File: src/rtl/bbm_pkg.sv
package bbm_pkg;
  localparam int ADDR_W   = 22;
  localparam int STEP_W   = 3;
  localparam logic [1:0] MODE_WR = 2'b01;
  localparam logic [1:0] MODE_RD = 2'b10;

  typedef enum logic [2:0] {
    ST_IDLE,
    ST_SETUP,
    ST_STROBE,
    ST_WAIT,
    ST_DONE
  } state_t;
endpackage

File: src/rtl/bbm_hold_timer.sv
module bbm_hold_timer #(
  parameter int HOLD_CLKS = 2
) (
  input  logic clk,
  input  logic rst,
  input  logic run,
  output logic last
);
  localparam int CW = $clog2(HOLD_CLKS) + 1;
  logic [CW-1:0] cnt;

  assign last = run && (cnt == CW'(HOLD_CLKS - 1));

  always_ff @(posedge clk) begin
    if (rst || !run || last) cnt <= '0;
    else                     cnt <= cnt + 1'b1;
  end
endmodule

File: src/rtl/bbm_rdy_timer.sv
module bbm_rdy_timer #(
  parameter int LIMIT = 64
) (
  input  logic clk,
  input  logic rst,
  input  logic run,
  output logic expired
);
  localparam int CW = $clog2(LIMIT) + 1;
  logic [CW-1:0] cnt;

  assign expired = run && (cnt == CW'(LIMIT - 1));

  always_ff @(posedge clk) begin
    if (rst || !run) cnt <= '0;
    else if (!expired) cnt <= cnt + 1'b1;
  end
endmodule

File: src/rtl/bbm_byte_pick.sv
module bbm_byte_pick
  import bbm_pkg::*;
#(
  parameter int LANE_W = 3
) (
  input  logic                wr,
  input  logic [STEP_W-1:0]   step,
  input  logic [ADDR_W-1:0]   addr,
  input  logic [31:0]         wdata,
  output logic [LANE_W-1:0]   lane,
  output logic [7:0]          byte_o,
  output logic                rd_phase
);
  always_comb begin
    lane     = '0;
    byte_o   = '0;
    rd_phase = 1'b0;
    if (wr) begin
      case (step)
        3'd0: begin lane = LANE_W'(0); byte_o = wdata[7:0];   end
        3'd1: begin lane = LANE_W'(1); byte_o = wdata[15:8];  end
        3'd2: begin lane = LANE_W'(2); byte_o = wdata[23:16]; end
        3'd3: begin lane = LANE_W'(3); byte_o = wdata[31:24]; end
        3'd4: begin lane = LANE_W'(6); byte_o = {MODE_WR, addr[21:16]}; end
        3'd5: begin lane = LANE_W'(5); byte_o = addr[15:8]; end
        default: begin lane = LANE_W'(4); byte_o = addr[7:0]; end
      endcase
    end else begin
      case (step)
        3'd0: begin lane = LANE_W'(6); byte_o = {MODE_RD, addr[21:16]}; end
        3'd1: begin lane = LANE_W'(5); byte_o = addr[15:8]; end
        3'd2: begin lane = LANE_W'(4); byte_o = addr[7:0];  end
        3'd3: begin lane = LANE_W'(3); rd_phase = 1'b1; end
        3'd4: begin lane = LANE_W'(2); rd_phase = 1'b1; end
        3'd5: begin lane = LANE_W'(1); rd_phase = 1'b1; end
        default: begin lane = LANE_W'(0); rd_phase = 1'b1; end
      endcase
    end
  end
endmodule

File: src/rtl/bytebus_master.sv
module bytebus_master
  import bbm_pkg::*;
#(
  parameter int HOLD_CLKS   = 2,
  parameter int RDY_TIMEOUT = 64,
  parameter int LANE_W      = 3
) (
  input  logic              clk,
  input  logic              rst,
  input  logic              req_valid,
  input  logic              req_write,
  input  logic [21:0]       req_addr,
  input  logic [31:0]       req_wdata,
  output logic              idle,
  output logic              ack,
  output logic [31:0]       rdata,
  output logic              err,
  output logic              bus_cs_n,
  output logic              bus_wr_n,
  output logic              bus_rd_n,
  output logic [LANE_W-1:0] bus_lane,
  output logic [7:0]        bus_dout,
  output logic              bus_oe,
  input  logic [7:0]        bus_din,
  input  logic              bus_rdy
);
  localparam logic [STEP_W-1:0] STEP_END    = STEP_W'(6);
  localparam logic [STEP_W-1:0] WR_ADDR_END = STEP_W'(6);
  localparam logic [STEP_W-1:0] RD_ADDR_END = STEP_W'(2);
  localparam logic [STEP_W-1:0] RD_DATA_1ST = STEP_W'(3);

  state_t              state_q, nxt_state;
  logic [STEP_W-1:0]   step_q, nxt_step;
  logic                wr_q;
  logic [ADDR_W-1:0]   addr_q;
  logic [31:0]         wdata_q;
  logic                accept, tmo_hit, capture;
  logic                hold_last, rdy_expired;
  logic                cur_wr;
  logic [ADDR_W-1:0]   cur_addr;
  logic [31:0]         cur_wdata;
  logic [LANE_W-1:0]   nxt_lane;
  logic [7:0]          nxt_byte;
  logic                nxt_rdphase, nxt_in_phase;

  bbm_hold_timer #(.HOLD_CLKS(HOLD_CLKS)) u_hold (
    .clk(clk), .rst(rst),
    .run(state_q == ST_SETUP || state_q == ST_STROBE),
    .last(hold_last)
  );

  bbm_rdy_timer #(.LIMIT(RDY_TIMEOUT)) u_rdy (
    .clk(clk), .rst(rst),
    .run(state_q == ST_WAIT),
    .expired(rdy_expired)
  );

  assign cur_wr    = accept ? req_write : wr_q;
  assign cur_addr  = accept ? req_addr  : addr_q;
  assign cur_wdata = accept ? req_wdata : wdata_q;

  bbm_byte_pick #(.LANE_W(LANE_W)) u_pick (
    .wr(cur_wr), .step(nxt_step), .addr(cur_addr), .wdata(cur_wdata),
    .lane(nxt_lane), .byte_o(nxt_byte), .rd_phase(nxt_rdphase)
  );

  always_comb begin
    nxt_state = state_q;
    nxt_step  = step_q;
    accept    = 1'b0;
    tmo_hit   = 1'b0;
    capture   = 1'b0;
    case (state_q)
      ST_IDLE: if (req_valid) begin
        accept    = 1'b1;
        nxt_state = ST_SETUP;
        nxt_step  = '0;
      end
      ST_SETUP: if (hold_last) nxt_state = ST_STROBE;
      ST_STROBE: if (hold_last) begin
        capture = !bus_oe;
        if (step_q == (wr_q ? WR_ADDR_END : RD_ADDR_END)) nxt_state = ST_WAIT;
        else if (step_q == STEP_END) nxt_state = ST_DONE;
        else begin
          nxt_step  = step_q + 1'b1;
          nxt_state = ST_SETUP;
        end
      end
      ST_WAIT: begin
        if (bus_rdy) begin
          if (wr_q) nxt_state = ST_DONE;
          else begin
            nxt_state = ST_SETUP;
            nxt_step  = RD_DATA_1ST;
          end
        end else if (rdy_expired) begin
          nxt_state = ST_DONE;
          tmo_hit   = 1'b1;
        end
      end
      ST_DONE: nxt_state = ST_IDLE;
      default: nxt_state = ST_IDLE;
    endcase
  end

  assign nxt_in_phase = (nxt_state == ST_SETUP) || (nxt_state == ST_STROBE);

  always_ff @(posedge clk) begin
    if (rst) begin
      state_q  <= ST_IDLE;
      step_q   <= '0;
      wr_q     <= 1'b0;
      addr_q   <= '0;
      wdata_q  <= '0;
      rdata    <= '0;
      err      <= 1'b0;
      idle     <= 1'b1;
      ack      <= 1'b0;
      bus_cs_n <= 1'b1;
      bus_wr_n <= 1'b1;
      bus_rd_n <= 1'b1;
      bus_lane <= '0;
      bus_dout <= '0;
      bus_oe   <= 1'b1;
    end else begin
      state_q <= nxt_state;
      step_q  <= nxt_step;
      if (accept) begin
        wr_q    <= req_write;
        addr_q  <= req_addr;
        wdata_q <= req_wdata;
        rdata   <= '0;
        err     <= 1'b0;
      end
      if (tmo_hit) err <= 1'b1;
      if (capture)
        rdata <= (rdata & ~(32'hFF << (8 * bus_lane))) |
                 ({24'b0, bus_din} << (8 * bus_lane));
      idle     <= (nxt_state == ST_IDLE);
      ack      <= (nxt_state == ST_DONE);
      bus_cs_n <= !(nxt_state == ST_STROBE);
      bus_wr_n <= !(nxt_state == ST_STROBE && !nxt_rdphase);
      bus_rd_n <= !(nxt_state == ST_STROBE && nxt_rdphase);
      bus_lane <= nxt_in_phase ? nxt_lane : '0;
      bus_dout <= nxt_in_phase ? nxt_byte : 8'h00;
      bus_oe   <= !(nxt_in_phase && nxt_rdphase);
    end
  end
endmodule

File: config.mk
export PLATFORM = sky130hd
export DESIGN_NAME = bytebus_master
export DESIGN_NICKNAME = d
export VERILOG_FILES = /design/src/rtl/bbm_pkg.sv /design/src/rtl/bbm_hold_timer.sv /design/src/rtl/bbm_rdy_timer.sv /design/src/rtl/bbm_byte_pick.sv /design/src/rtl/bytebus_master.sv
export SDC_FILE = /design/constraint.sdc
export NUM_CORES = 1
export LEC_CHECK = 0
export ABC_CLOCK_PERIOD_IN_PS = 3700
export BUFFER_PORTS_ARGS = -buffer_cell sky130_fd_sc_hd__buf_2
export CAP_MARGIN = 10
export CORE_UTILIZATION = 30
export DETAILED_ROUTE_END_ITERATION = 7
export GPL_TIMING_DRIVEN = 0
export HOLD_SLACK_MARGIN = 0.15
export PLACE_DENSITY = 0.58
export SLEW_MARGIN = 20
export SYNTH_ARGS = -nofsm -noshare
export SYNTH_HDL_FRONTEND = slang
export SYNTH_HIERARCHICAL = 1
export SYNTH_SLANG_ARGS = --single-unit
File: constraint.sdc
create_clock -name clk -period 3.7 [get_ports clk]
set_clock_uncertainty 0.05 [all_clocks]
set_input_delay 0.37 -clock clk [delete_from_list [all_inputs] [get_ports clk]]
set_output_delay 0.37 -clock clk [all_outputs]
set_load 0.02 [all_outputs]
==> flow_summary.toml, run 1 <==
[sta]
min_period_ns = 3.469
final-max-slew-violation-count = 0
max_freq_ghz = 0.2883
finalCritPeriodShare_pct = 93.76
hold_viol_final = 0
worst_slew_pin_slew_ns = 0.6476
rsz0062_at_grt = "false"
setup_violations = 0
maxSlewHeadroom_pct = 56.82

[placed_design]
place_hpwl_mm = 13.07
gp_congestion = 0.9272
placed_cell_area_um2 = 6442
io_buffers = 116

[clock_tree]
cts_num_sinks = 120
clock_latency_ns = 0.42
cts-root-buf = "clkbuf_16"
clkTransAtPathRegs_ns = 0.06
clockBufferDepth = 2
postCtsSetupRepairBufs = 0
cts_tree = "yes"
cts_buffers = 17
h-tree-depth = 4

[power]
switchingPower_mw = 1.107
combPwrFrac_pct = 18.9
clkPwrFrac_pct = 43.3
powerDensity_nw_per_um2 = 515.1
seqPwrFrac_pct = 37.8
p_leak_nw = 3.109
p_sw_share_pct = 30.05
p_total_mw = 3.686
vdd_drop_max_mv = 0.3033
power.internal_mw = 2.578

[synth]
ys.flop_type = "dfxtp_1"
ys_top_cells_by_area = "dfxtp_1 43%, nand2_1 15%, a21oi_1 9.9%"
synth-edff-count = 0
ys_seq_elements = 120
ys.warnings.count = 6
async_flop_share_pct = 0
netlist_instances = 723
yosysSeqAreaShare_pct = 43.09
synthesis.nets = 795
synth_top_area_share_pct = 43.09
synth_top_area_cell = "dfxtp_1"
syn_avg_cell_area_um2 = 7.711
synth.distinct_cells = 62
netlist_area_um2 = 5575

[drt]
viasPerCell = 4.935
routed_wirelength_mm = 17.44
ant_nets = 0
first_iter_violations = 401
routedWlPerCell_um = 15.74
dr_total_vias = 5468
drc_errors = 17
detail_route.first_pass.iterations = 7

[worst_hold_path]
hold_start = "req_addr[7]"
hold_path_end = "addr_q[7]$_SDFF_PP0_"
hold_class = "in -> reg"
min_path_cells = 3

[floorplanning]
start_util_pct = 30.83
die-area_um2 = 19130
coreArea_um2 = 18090
die_h_um = 138.3
die_x_um = 138.3
io_pins = 117
placement_rows = 49

[global_route]
grt_pass1_vias = 5097
track_usage_pct = 18.72
grt_overflow_total = 0
antenna_found_initial = 0
grt_max_degree = 17
grt_pass1_wl_mm = 27.28

[finish]
final_util_pct = 39.56
final_layout_size_suffix_gt1_share_pct = 21.62
seq_area_um2 = 2404
final_common_cell = "nand2_1"
nNetsFinal = 938
fill_cells = 1881
final_cell_mix = "218 x nand2_1, 127 x buf_2, 119 x dfxtp_1"
num_antenna_cells = 0
area_delta_synth_final_pct = 28.34
design_area_um2 = 7156
multi_input_area_um2 = 2938

[setup_path]
rrSetupSlack_ns = 0.23
timing.rr.start = "state_q[1]$_SDFF_PP0_"
crit_slowest_cell = "or4b_1"
startpoint_type = "flip-flop"
end_kind = "flip-flop"
path_buf_inv = 5
cpMostUsedCell = "nor2_1"
r2r-end = "bus_oe$_SDFF_PP1_"
critPathKind = "reg -> reg"
cp_max_fo = 10
crit_family = "simple AND/OR/NAND/NOR gates"
critPathRequiredTime_ns = 3.95
crit_arrival_ns = 3.72
cpPeakStageDelay_ns = 0.52
ff2ff_path_depth = 15
worstPathCellList = "clkbuf_4 -> xnor2_1 -> nor2_1 -> and2_2 -> buf_2 -> and4b_1 -> or4_1 -> o22ai_2 -> o32a_4 -> buf_4 -> clkbuf_4 -> nor2_1 -> nor2_1 -> inv_1 -> or4b_1"

[flow_run]
maxCapViolCount = 0

[run_status]
violations = "DRC"
status = "complete, but fails checks"
cell families after synthesis:
group	share of synthesized area, %
simple gates	29.83
compound gates	19.08
flops	43.09
buf+inv	5.116
mux	1.459
fa+ha+maj	1.122
xor+xnor	0.3142
cells in the mapped netlist (2+ instances only):
master	count
nand2_1	218
dfxtp_1	120
a21oi_1	110
nand3_1	39
clkbuf_1	23
nor2_1	19
buf_2	14
inv_1	12
o21ai_0	12
nor4bb_1	11
nand2b_1	9
nor2b_1	9
buf_1	8
a31oi_1	7
mux2i_1	7
a221oi_1	6
and3_1	6
nand3b_1	6
o221ai_1	6
o2bb2ai_1	6
ha_1	5
a22oi_1	4
nor3_1	4
or3_1	4
a21boi_0	3
a221oi_2	3
and2_1	3
buf_6	3
nor3b_2	3
o211a_1	3
a211o_1	2
and2b_1	2
and3_2	2
buf_4	2
nor4b_1	2
o21a_1	2
o22a_1	2
or4b_1	2
metal layers:
| layer | track usage, % | vias up | routed length, µm |
|---|---|---|---|
| li1 | - | 2787 | - |
| met3 | 3.983 | 25 | 1046 |
| met2 | 30.06 | 180 | 8220 |
| met5 | 0 | - | 0 |
| met4 | 7.156 | 0 | 296 |
| met1 | 24.55 | 2476 | 7879 |
cell type report:
type | count | area share, %
Sequential cell | 120 | 33.59
Timing Repair Buffer | 124 | 9.232
Inverter | 12 | 0.6295
Buffer | 51 | 3.462
Clock buffer | 19 | 6.330
Clock inverter | 13 | 1.696
Multi-Input combinational cell | 540 | 41.06
Tap cell | 229 | 4.004
registers in the layout (all words and copies together) (netlist names):
signal	cells
bus_lane	3
ack	1
u_rdy/cnt	7
bus_oe	1
bus_dout	8
u_hold/cnt	2
err	1
wdata_q	32
state_q	3
bus_rd_n	1
idle	1
bus_cs_n	1
addr_q	22
rdata	32
bus_wr_n	1
wr_q	1
step_q	3
worst min-delay path, stage by stage:
cell,delay [ns]
buf_2,0.09
nand2_1,0.07
a21oi_1,0.06
power by group through the flow:
stage	Combinational [mW]	Sequential (mW)	Clock (mW)
floorplan	0.422	1.44	0
global placement	0.669	1.42	0
detailed placement	0.669	1.42	0
CTS	0.680	1.39	1.63
global route	0.763	1.40	1.69
finish	0.695	1.39	1.60
worst max path at each step:
| stage | start | to | slack [ns] | cells past startpoint |
|---|---|---|---|---|
| floorplan | state_q[0]$_SDFF_PP0_ | bus_oe$_SDFF_PP1_ | 0.45 | 15 |
| global placement | state_q[0]$_SDFF_PP0_ | bus_dout[4]$_SDFF_PP0_ | -0.06 | 14 |
| detailed placement | state_q[0]$_SDFF_PP0_ | bus_dout[4]$_SDFF_PP0_ | -0.07 | 14 |
| CTS | state_q[0]$_SDFF_PP0_ | bus_dout[0]$_SDFF_PP0_ | 0.09 | 15 |
| global route | state_q[0]$_SDFF_PP0_ | bus_oe$_SDFF_PP1_ | 0.04 | 15 |
| finish | state_q[1]$_SDFF_PP0_ | bus_oe$_SDFF_PP1_ | 0.23 | 15 |
metrics by stage:
| step | cells | setup WS [ns] | setup TNS (ns) | hold slack [ns] |
|---|---|---|---|---|
| floorplan | 723 | 0.4456 | 0 | 0.3545 |
| global placement | 1068 | -0.05619 | -0.1957 | 0.3668 |
| detailed placement | 1068 | -0.07441 | -0.1497 | 0.3680 |
| CTS | 1108 | 0.08974 | 0 | 0.1508 |
| global route | 1108 | 0.03857 | 0 | 0.1612 |
| finish | 1108 | 0.2308 | 0 | 0.1644 |
what timing repair did:
action                                 4_1_cts  5_1_grt
gates resized for setup                      2       10
endpoints found under the hold margin        9        0
setup endpoints to repair                    5       10
hold buffers                                 8        0
No activity file was read; power rests on OpenSTA's default activity.
==> run 2, diff against run 1 <==
--- a/config.mk
+++ b/config.mk
@@ -5,7 +5,7 @@
 export SDC_FILE = /design/constraint.sdc
 export NUM_CORES = 1
 export LEC_CHECK = 0
-export ABC_CLOCK_PERIOD_IN_PS = 3700
+export ABC_CLOCK_PERIOD_IN_PS = 4000
 export BUFFER_PORTS_ARGS = -buffer_cell sky130_fd_sc_hd__buf_2
 export CAP_MARGIN = 10
 export CORE_UTILIZATION = 30
==> constraint.sdc (replaced) <==
create_clock -name clk -period 4 [get_ports clk]
set_clock_uncertainty 0.05 [all_clocks]
set_input_delay 0.4 -clock clk [delete_from_list [all_inputs] [get_ports clk]]
set_output_delay 0.4 -clock clk [all_outputs]
set_load 0.02 [all_outputs]
==> run 2 against run 1 <==
  * The run still ends with DRC left
  * First-iteration DRC count grew 2.2%
  * Hold slack gained 0.018 ns
  * Critical path depth is the same
  * Sequential power shrank 7%
  * Via count shrank 1.1%
  * Cell count shrank 0.72%
  * Design area shrank 1.8%
  * Clock power shrank 8%
  * Combinational power shrank 10%
  * Critical path type unchanged
  * Power shrank 8.1%
==> flow_summary.toml, run 2 (same netlist as run 1, synthesis figures left out) <==
[run_status]
status = "complete, but fails checks"
violations = "DRC"

[global_route]
track_usage_pct = 18.57
grt_overflow_total = 0
use_met2_pct = 29.60
met1_usage_pct = 24.44
grt_pass1_vias = 5057
busiest_layer = "met2"
grt_util_met3_pct = 4.053
antenna_found_initial = 0
grt_max_degree = 17
grt_pass1_wl_mm = 27.05

[drt]
routed_wirelength_mm = 17.29
routedWlPerCell_um = 15.72
drc_errors = 16
detail_route.first_pass.iterations = 8
first_iter_violations = 410
viasPerCell = 4.915
dr_total_vias = 5406
ant_nets = 0

[clock_tree]
cts.repair.resized = 0
clockBufferDepth = 2
h-tree-depth = 4
clkTransAtPathRegs_ns = 0.06
cts_hold_buf = 0
postCtsSetupRepairBufs = 0
cts_tree = "yes"
cts_buffers = 17
cts-root-buf = "clkbuf_16"
cts_num_sinks = 120
clock_latency_ns = 0.42

[setup_path]
cp_max_fo = 10
crit_slowest_cell = "dfxtp_1"
crit_family = "simple AND/OR/NAND/NOR gates"
worstPathCellList = "buf_2 -> xnor2_1 -> nor2_1 -> and2_2 -> buf_2 -> and4b_1 -> or4_1 -> o22ai_1 -> o32a_2 -> buf_4 -> buf_6 -> a221oi_1 -> o221ai_1 -> o2bb2ai_1 -> nor4bb_1"
crit_arrival_ns = 3.95
end_kind = "flip-flop"
critPathRequiredTime_ns = 4.24
cpPeakStageDelay_ns = 0.44
startpoint_type = "flip-flop"
cpMostUsedCell = "buf_2"
critPathKind = "reg -> reg"
path_buf_inv = 4

[finish]
nNetsFinal = 930
final_layout_size_suffix_gt1_share_pct = 21.13
final_cell_mix = "218 x nand2_1, 130 x buf_2, 120 x dfxtp_1"
seq_area_um2 = 2402
reg_top3 = "rdata (32), wdata_q (32), addr_q (22)"
multi_input_area_um2 = 2895
fill_cells = 1900
final_common_cell = "nand2_1"
area_delta_synth_final_pct = 25.99
num_antenna_cells = 0

[power]
p_leak_nw = 3.068
p_total_mw = 3.386
powerDensity_nw_per_um2 = 482.0
vdd_drop_max_mv = 0.2790

[sta]
worst_slew_pin_slew_ns = 0.6564
setup_slack_ns = 0.2912
timing.hold.ws_ns = 0.1820
setup_violations = 0
rsz0062_at_grt = "false"
min_period_ns = 3.709
hold_viol_final = 0
final-max-slew-violation-count = 0
maxSlewHeadroom_pct = 56.24
finalCritPeriodShare_pct = 92.72
fin_tns_setup_ns = 0
max_freq_ghz = 0.2696

[floorplanning]
coreArea_um2 = 18090
die-area_um2 = 19130
io_pins = 117
placement_rows = 49
die_x_um = 138.3
start_util_pct = 30.83
die_h_um = 138.3

[placed_design]
post-place-ws_ns = 0.2256
io_buffers = 116
place_hpwl_mm = 13.07
gp_congestion = 0.9272

[worst_hold_path]
hold_class = "in -> reg"

[flow_run]
maxCapViolCount = 0
==> run 2: cell type report <==
type	count	area share (%)
Timing Repair Buffer	116	8.265
Multi-Input combinational cell	540	41.22
Clock inverter	13	1.728
Buffer	51	3.420
Tap cell	229	4.079
Clock buffer	19	6.448
Inverter	12	0.6413
Sequential cell	120	34.20
==> run 2: stage by stage <==
step / instance area [µm²] / utilization, % / std cells
6_report: 7024 / 38.84 / 1100
3_5_place_dp: 6442 / 35.62 / 1068
2_1_floorplan: 5575 / - / 723
3_3_place_gp: 6442 / 35.62 / 1068
4_1_cts: 7017 / 38.80 / 1100
5_1_grt: 7024 / 38.84 / 1100
==> run 2: worst paths after layout <==
kind,slack [ns],from,end,depth (start not counted)
min,0.18,rst,u_hold/cnt[1]$_SDFF_PP0_,2
max reg2reg,0.29,state_q[0]$_SDFF_PP0_,bus_dout[2]$_SDFF_PP0_,15
max,0.29,state_q[0]$_SDFF_PP0_,bus_dout[2]$_SDFF_PP0_,15
min reg2reg,0.38,u_rdy/cnt[6]$_SDFFE_PP0N_,u_rdy/cnt[6]$_SDFFE_PP0N_,2
==> run 2: power by group <==
group | leakage (nW) | total [mW] | internal (mW) | switching (mW)
registers | 0.977 | 1.29 | 1.26 | 0.0249
logic | 1.82 | 0.624 | 0.219 | 0.406
clock network | 0.268 | 1.47 | 0.889 | 0.584
==> run 2: routing by layer <==
metal | share of wire [%] | up-vias
li1 | - | 2772
met5 | 0 | -
met3 | 5.1 | 27
met4 | 1.9 | 0
met1 | 47 | 2444
met2 | 47 | 163
==> run 3, diff against run 2 <==
--- a/config.mk
+++ b/config.mk
@@ -10,7 +10,6 @@
 export CAP_MARGIN = 10
 export CORE_UTILIZATION = 30
 export DETAILED_ROUTE_END_ITERATION = 7
-export GPL_TIMING_DRIVEN = 0
 export HOLD_SLACK_MARGIN = 0.15
 export PLACE_DENSITY = 0.58
 export SLEW_MARGIN = 20
==> run 3 against run 2 <==
  * The flow still finishes with violations (DRC)
  * Worst setup slack gained 0.30 ns
  * Sequential cell count is the same
  * Non-clock buffer count shrank 39
  * Core utilization shrank 0.80 points
  * Power shrank 1.2%
  * Sequential share of layout area grew 0.72 points
  * Combinational power shrank 5.6%
  * Sequential power is essentially flat
  * Design area shrank 2.0%
  * Hold slack gained 0.0078 ns
  * Die area is the same
  * Critical endpoint is now bus_dout[4]$_SDFF_PP0_
  * Largest cell class unchanged
  * Highest routed layer unchanged
==> flow_summary.toml, run 3 (same netlist as run 1, synthesis figures left out) <==
[run_status]
status = "complete, but fails checks"
violations = "DRC"

[sta]
timing.hold.ws_ns = 0.1898
finalCritPeriodShare_pct = 85.16
maxSlewHeadroom_pct = 52.38
hold_viol_final = 0
fin_tns_setup_ns = 0
setup_slack_ns = 0.5936
max_freq_ghz = 0.2936
setup_violations = 0
final-max-slew-violation-count = 0
min_period_ns = 3.406
rsz0062_at_grt = "false"
worst_slew_pin_slew_ns = 0.7143

[placed_design]
placed_cell_area_um2 = 6315
io_buffers = 116
gp_congestion = 0.8849
post-place-ws_ns = 0.6464
place_hpwl_mm = 11.71

[setup_path]
cpPeakStageDelay_ns = 0.63
crit_slowest_cell = "dfxtp_1"
cp_max_fo = 33
worstPathCellList = "xnor2_1 -> nor2_1 -> and2_2 -> and4b_1 -> or4_1 -> o22ai_1 -> o32a_1 -> buf_12 -> and2b_1 -> a22oi_1 -> o221ai_1 -> o2bb2ai_1 -> nor4bb_1"
crit_arrival_ns = 3.68
end_kind = "flip-flop"
critPathRequiredTime_ns = 4.28
critPathKind = "reg -> reg"
startpoint_type = "flip-flop"
ff2ff_path_depth = 13

[global_route]
antenna_found_initial = 0
busiest_layer = "met2"
grt_max_degree = 68
grt_util_met3_pct = 3.949
use_met2_pct = 27.04
grt_overflow_total = 0
track_usage_pct = 17.27
met1_usage_pct = 22.85
grt_pass1_wl_mm = 25.61
grt_pass1_vias = 4761

[clock_tree]
clockBufferDepth = 2
cts.repair.resized = 0
cts_num_sinks = 120
clkTransAtPathRegs_ns = 0.06
cts_hold_buf = 0
clock_latency_ns = 0.42
cts-root-buf = "clkbuf_16"
h-tree-depth = 4
cts_buffers = 17
cts_tree = "yes"
postCtsSetupRepairBufs = 0

[drt]
routedWlPerCell_um = 15.37
detail_route.first_pass.iterations = 7
drc_errors = 17
first_iter_violations = 424
routed_wirelength_mm = 16.31
dr_total_vias = 5279
ant_nets = 0
viasPerCell = 4.975

[worst_hold_path]
hold_class = "in -> reg"
min_path_cells = 3

[floorplanning]
die-area_um2 = 19130
io_pins = 117
placement_rows = 49
die_h_um = 138.3
start_util_pct = 30.83
coreArea_um2 = 18090
die_x_um = 138.3

[finish]
final_common_cell = "nand2_1"
reg_top3 = "rdata (32), wdata_q (32), addr_q (22)"
num_antenna_cells = 0
nNetsFinal = 891
final_layout_size_suffix_gt1_share_pct = 21.27
final_cell_mix = "217 x nand2_1, 120 x dfxtp_1, 115 x buf_2"
area_delta_synth_final_pct = 23.41
design_area_um2 = 6880

[power]
powerDensity_nw_per_um2 = 486.1
p_leak_nw = 2.992
vdd_drop_max_mv = 0.2825

[flow_run]
maxCapViolCount = 0
run 3: changes by cell type in the layout (fill, tap and decap cells not counted), moves of 3 or more:
cell      delta
buf_6        -3
buf_2       -15
clkbuf_1    -23
buf_4       +10
buf_1        -8
run 3: worst max-delay path, delay by kind of cell (launching register included):
family	cells	cell delay [ns]
compound gates	5	0.81
flops	1	0.63
simple gates	6	1.45
xor+xnor	1	0.17
buf+inv	1	0.20
run 3: metrics by stage:
stage	cells	total power [mW]	util, %
detailed placement	1029	1.920	34.92
CTS	1061	3.376	38.04
global placement	1029	1.918	34.92
finish	1061	3.345	38.04
global route	1061	3.504	38.04
floorplan	723	1.724	-
run 3: metal layers:
| metal | up-vias | routed length (µm) |
|---|---|---|
| met5 | - | 0 |
| met4 | 0 | 352 |
| met3 | 32 | 770 |
| met2 | 142 | 7542 |
| met1 | 2412 | 7642 |
| li1 | 2693 | - |
run 3: worst paths after layout:
path	start	to	slack, ns
setup / recovery	state_q[0]$_SDFF_PP0_	bus_dout[4]$_SDFF_PP0_	0.59
hold / removal	req_addr[9]	addr_q[9]$_SDFF_PP0_	0.19
setup reg to reg	state_q[0]$_SDFF_PP0_	bus_dout[4]$_SDFF_PP0_	0.59
hold reg to reg	u_hold/cnt[0]$_SDFF_PP0_	u_hold/cnt[0]$_SDFF_PP0_	0.38
run 3: power breakdown:
group | switching (mW) | internal [mW] | leakage, nW
clock | 0.582 | 0.870 | 0.264
combinational | 0.375 | 0.213 | 1.75
sequential | 0.0401 | 1.26 | 0.977
run 3: area by class of cell:
class                   count  area, µm²
multi-input cells         540       2895
well taps                 229      286.5
fillers                  1924      11210
repair buffers            128      685.7
inverters                  12      45.04
flip-flops and latches    120       2402
clock inverters            14      126.4
clock buffers              18      439.2
